**src/rtl/cerr_status_unit.sv**
```systemverilog
`timescale 1ns/1ps
module cerr_status_unit #(
  parameter int NUM_FN = 4,
  parameter int NUM_PF = 2,
  parameter logic [11:0] STAT_ADDR = 12'h110,
  parameter logic [11:0] MASK_ADDR = 12'h114,
  localparam int FW = (NUM_FN > 1) ? $clog2(NUM_FN) : 1
) (
  input  logic          clk,
  input  logic          rst_n,
  input  logic          sticky_rst_n,
  input  logic          evt_valid,
  input  logic [2:0]    evt_kind,
  input  logic          evt_link,
  input  logic [FW-1:0] evt_fn,
  input  logic          emu_en,
  input  logic          cfg_wr,
  input  logic [FW-1:0] cfg_fn,
  input  logic [11:0]   cfg_addr,
  input  logic [31:0]   cfg_wdata,
  input  logic          mg_wr,
  input  logic [FW-1:0] mg_fn,
  input  logic [31:0]   mg_wdata,
  input  logic [FW-1:0] rd_fn,
  input  logic [11:0]   rd_addr,
  output logic [31:0]   rd_data,
  output logic          msg_valid,
  input  logic          msg_ready
);
  localparam logic [15:0] PF_BITS = 16'hF1C1;
  localparam logic [15:0] VF_BITS = 16'h2000;
  localparam logic [15:0] STICKY  = 16'h2000;

  logic [15:0] stat_q [NUM_FN];
  logic [15:0] mask_q [NUM_FN];
  logic [NUM_FN-1:0] rise;

  function automatic logic [15:0] kind_bit(input logic [2:0] k);
    case (k)
      3'd0: kind_bit = 16'h0001;
      3'd1: kind_bit = 16'h0040;
      3'd2: kind_bit = 16'h0080;
      3'd3: kind_bit = 16'h0100;
      3'd4: kind_bit = 16'h1000;
      3'd5: kind_bit = 16'h2000;
      3'd6: kind_bit = 16'h4000;
      default: kind_bit = 16'h8000;
    endcase
  endfunction

  wire stat_wr = cfg_wr && (cfg_addr == STAT_ADDR);
  wire mask_wr = cfg_wr && (cfg_addr == MASK_ADDR);
  wire [15:0] evt_bit = kind_bit(evt_kind);

  for (genvar f = 0; f < NUM_FN; f++) begin : g_fn
    localparam logic [15:0] IMPL = (f < NUM_PF) ? PF_BITS : VF_BITS;
    wire hit   = evt_valid && (evt_link || int'(evt_fn) == f);
    wire cfg_f = int'(cfg_fn) == f;
    wire mg_f  = mg_wr && int'(mg_fn) == f;
    wire [15:0] set_v = ((hit ? evt_bit : 16'h0) |
                         ((stat_wr && cfg_f && emu_en) ? cfg_wdata[15:0] : 16'h0)) & IMPL;
    wire [15:0] clr_v = (((stat_wr && cfg_f && !emu_en) ? cfg_wdata[15:0] : 16'h0) |
                         (mg_f ? mg_wdata[15:0] : 16'h0)) & IMPL;

    assign rise[f] = |(set_v & ~stat_q[f] & ~mask_q[f]);

    always_ff @(posedge clk) begin
      if (!sticky_rst_n)   stat_q[f] <= '0;
      else if (!rst_n)     stat_q[f] <= stat_q[f] & STICKY;
      else                 stat_q[f] <= (stat_q[f] & ~clr_v) | set_v;
    end

    always_ff @(posedge clk) begin
      if (!sticky_rst_n || !rst_n)  mask_q[f] <= '0;
      else if (mask_wr && cfg_f)    mask_q[f] <= cfg_wdata[15:0] & IMPL;
    end
  end

  always_ff @(posedge clk) begin
    if (!sticky_rst_n || !rst_n) msg_valid <= 1'b0;
    else                         msg_valid <= (|rise) | (msg_valid & ~msg_ready);
  end

  wire rd_ok = int'(rd_fn) < NUM_FN;
  always_comb begin
    rd_data = '0;
    if (rd_ok && rd_addr == STAT_ADDR) rd_data[15:0] = stat_q[rd_fn];
    else if (rd_ok && rd_addr == MASK_ADDR) rd_data[15:0] = mask_q[rd_fn];
  end
endmodule

```
**config.mk**
```make
export PLATFORM = sky130hd
export DESIGN_NAME = cerr_status_unit
export DESIGN_NICKNAME = d
export VERILOG_FILES = /design/src/rtl/cerr_status_unit.sv
export SDC_FILE = /design/constraint.sdc
export NUM_CORES = 1
export LEC_CHECK = 0
export CAP_MARGIN = 20
export CELL_PAD_IN_SITES_DETAIL_PLACEMENT = 1
export CELL_PAD_IN_SITES_GLOBAL_PLACEMENT = 1
export CORE_AREA = 2 2 101 103
export DETAILED_ROUTE_END_ITERATION = 12
export DIE_AREA = 0 0 103 105
export GPL_TIMING_DRIVEN = 0
export HOLD_SLACK_MARGIN = 0.15
export PLACE_DENSITY_LB_ADDON = 0.1
export SLEW_MARGIN = 25
export SYNTH_ARGS = -nofsm -noshare
export SYNTH_HDL_FRONTEND = slang
export SYNTH_SLANG_ARGS = --single-unit
```
**constraint.sdc**
```tcl
create_clock -name clk -period 6 [get_ports clk]
set_input_delay 1.8 -clock clk [delete_from_list [all_inputs] [get_ports clk]]
set_output_delay 1.8 -clock clk [all_outputs]
set_load 0.005 [all_outputs]
```
==> summary.md <==
| Metric | Value |
|---|---|
| Synth async-reset ratio | `0%` |
| Outcome | `complete, no violations` |
| Setup Crit Path Kind | `primary input to primary output` |
| Flop2flop setup slack | `4.12 ns` |
| Synth unique cells | `58` |
| Wire length per cell | `19.4 um` |
| GRT Resource Usage Total | `21.1%` |
| Initial antenna violation count | `0` |
| R2R Path End | `msg_valid$_SDFF_PN0_` |
| PwrDens | `164 nW/um^2` |
| WP data arrival | `3.82 ns` |
| Detailed Place HPWL | `8770 um` |
| H-tree Lvls | `2` |
| Non-Filler Instances | `579` |
| Cell Area, Synth | `3130 um^2` |
| Initial DRC Count | `141` |
| Min-Delay Startpoint | `stat_q[0][13]$_DFFE_PP_` |
| Top cell by count, worst path | `clkdlybuf4s50_1` |
| Gpl congestion | `0.906` |
| Combinational share of power | `22.9%` |
| Die width | `103 um` |
| Routed Antenna Nets | `0` |
| Worst-Skew Late Latency | `0.30 ns` |
| Startpoint Class | `primary input` |
| DRT Pass-1 Iters | `4` |
| Worst Path Max Fanout | `7` |
| Root Driver | `clkbuf_8` |
| # IOs | `141` |
| Die Y | `105 um` |
| Site row count | `36` |
| Syn Inst Count | `334` |
| WHS Path Cells | `2` |
| Area growth syn-to-layout | `34.1%` |
| Clk slew on worst S/H paths | `0.08 ns` |
| Worst setup EP type | `primary output` |
| Hold EP | `stat_q[0][13]$_DFFE_PP_` |
| NumNets Final | `553` |
| Hold Crit Class | `register to register` |
| Switch share | `27.3%` |
| Vias in the first global route | `3101` |
| Number of diodes | `0` |
| Period utilisation layout | `93.6%` |
| Postcts setup bufs | `0` |
| Number of flops mapped to enable cells by yosys | `36` |
| Internal power | `501 uW` |
| Total CTS buffers | `5` |
| CP cell instances | `clkdlybuf4s50_1 -> nor4b_1 -> nand3_1 -> or2_2 -> nor2b_1 -> clkdlybuf4s50_1` |
| Slowest stage cell on the critical path | `clkdlybuf4s50_1` |
| Share of cells above drive strength 1 | `13.0%` |
| Total grt overflow | `0` |
| I/O Buffers | `62` |
| Full die area | `10800 um^2` |
| Routed vias | `3106` |
| Setup-failing EPs final | `0` |
| Pins Over Slew Limit | `0` |
| Placed insts | `571` |
| Clock power share | `31.9%` |
| Syn avg cell area | `9.37 um^2` |
| Rel. slew slack | `52.7%` |
| Post-synthesis register bit count | `37` |
| CTS tree | `done` |
| WL final | `11200 um` |
| Post-DR vias/cell | `5.36` |
| First-pass GRT wire length | `17400 um` |
| Core area | `9640 um^2` |
| Top FF cell, synth | `edfxtp_1` |
| Worst Skew | `0.0106 ns` |
| Highest Clock Rate | `178 MHz` |
| Seq/Total Area, Yosys | `35.2%` |
| Worst VDD drop | `0.104 mV` |
| Setup tns final | `0 ns` |
| Final hold violations | `0` |
| Most frequent cells in the layout | `clkdlybuf4s50_1 (62), conb_1 (41), edfxtp_1 (36)` |
| Initial core utilization | `32.5%` |
| WP data required | `4.20 ns` |
| Max-cap violations | `0` |
| Bufs on Longest Clock Path | `2` |
| LEAKAGE | `0.00150 uW` |
| Part of the power in registers | `45.2%` |
| Clock sink total | `37` |
| Pwr Total | `689 uW` |
| Hold_buf cts | `0` |
| Tmin final | `5.62 ns` |
| Tightest Pin Transition | `0.705 ns` |
| Largest net degree at the start of global routing | `12` |
| Commonest non-fill, non-tap cell in the layout | `clkdlybuf4s50_1` |
| CP peak stage delay | `0.53 ns` |
| Drc violations | `0` |
| R2r worst-path depth | `5` |
| Reg2reg start | `stat_q[1][0]$_SDFFCE_PN0P_` |
| P_sw | `188 uW` |
| Synth warn | `0` |
| Fill cells | `1188` |
| RSZ-0062 raised after global routing | `false` |
| Post-cts gate resize count | `0` |
## critical path: cells and delay by family
kind	cells	cell delay, ns
and+or+nand+nor	4	1.08
buffers and inverters	2	0.93
## worst max-delay path by stage
| stage | startpoint | end | slack [ns] | depth (start not counted) |
|---|---|---|---|---|
| floorplan | rd_addr[2] | rd_data[15] | 1.44 | 3 |
| global route | rd_addr[10] | rd_data[15] | 0.26 | 6 |
| detailed placement | rd_addr[9] | rd_data[15] | 0.35 | 6 |
| finish | rd_addr[9] | rd_data[15] | 0.38 | 6 |
| CTS | rd_addr[9] | rd_data[15] | 0.35 | 6 |
| global placement | rd_addr[9] | rd_data[15] | 0.41 | 6 |
## per-stage QoR
stage | setup slack [ns] | hold WS, ns | instance area [um^2] | util (%)
after floorplan | 1.44 | 0.568 | 3270 | -
after global placement | 0.414 | 0.635 | 4060 | 42.1
after detailed placement | 0.352 | 0.661 | 4090 | 42.4
after CTS | 0.347 | 0.682 | 4200 | 43.5
after global routing | 0.265 | 0.736 | 4200 | 43.5
final | 0.384 | 0.662 | 4200 | 43.5
## state kept, by name, summed over array words and instances, names as in the netlist
name	flops
mask_q	18
msg_valid	1
stat_q	18
## area by class of cell
class                   instances  area (um^2)  share of cell area [%]
repair buffers                 65          643                    15.3
clock buffers                   6         72.6                    1.73
inverters                      13         48.8                    1.16
clock inverters                 2         33.8                   0.805
flip-flops and latches         37         1100                    26.2
well taps                     133          166                    3.97
multi-input cells             282         1880                    44.7
plain buffers                  41          254                    6.05
## logic make-up after synthesis
group	share of synthesized area, %
compound gates	17.0
buf+inv	9.68
flops	35.2
mux	6.80
other cells	0.240
simple gates	31.1
## power by group through the flow
stage / sequential (uW) / clock, uW / combinational (uW)
after global routing: 313 / 233 / 171
after CTS: 311 / 222 / 156
after floorplan: 312 / 0 / 83.2
after detailed placement: 317 / 0 / 156
final: 311 / 220 / 158
after global placement: 317 / 0 / 152
## per-layer routing
layer  wire, um  global-route usage, %
met1       4990                   29.0
met2       5490                   35.2
met3        641                   2.81
met4        108                   4.79
met5          0                      0
## synth_stat cells (11+ instances only)
cell,n,area (um^2)
edfxtp_1,36,1080
buf_4,24,180
nand3_1,23,115
nor2_1,21,78.8
and2_1,19,119
nand2_1,19,71.3
clkbuf_1,14,52.6
inv_1,13,48.8
nor2b_1,13,81.3
o21ai_0,13,65.1
a21oi_1,11,55.1
a31oi_1,11,68.8
nor3_1,11,55.1
Power figures use the tool's default switching activity.
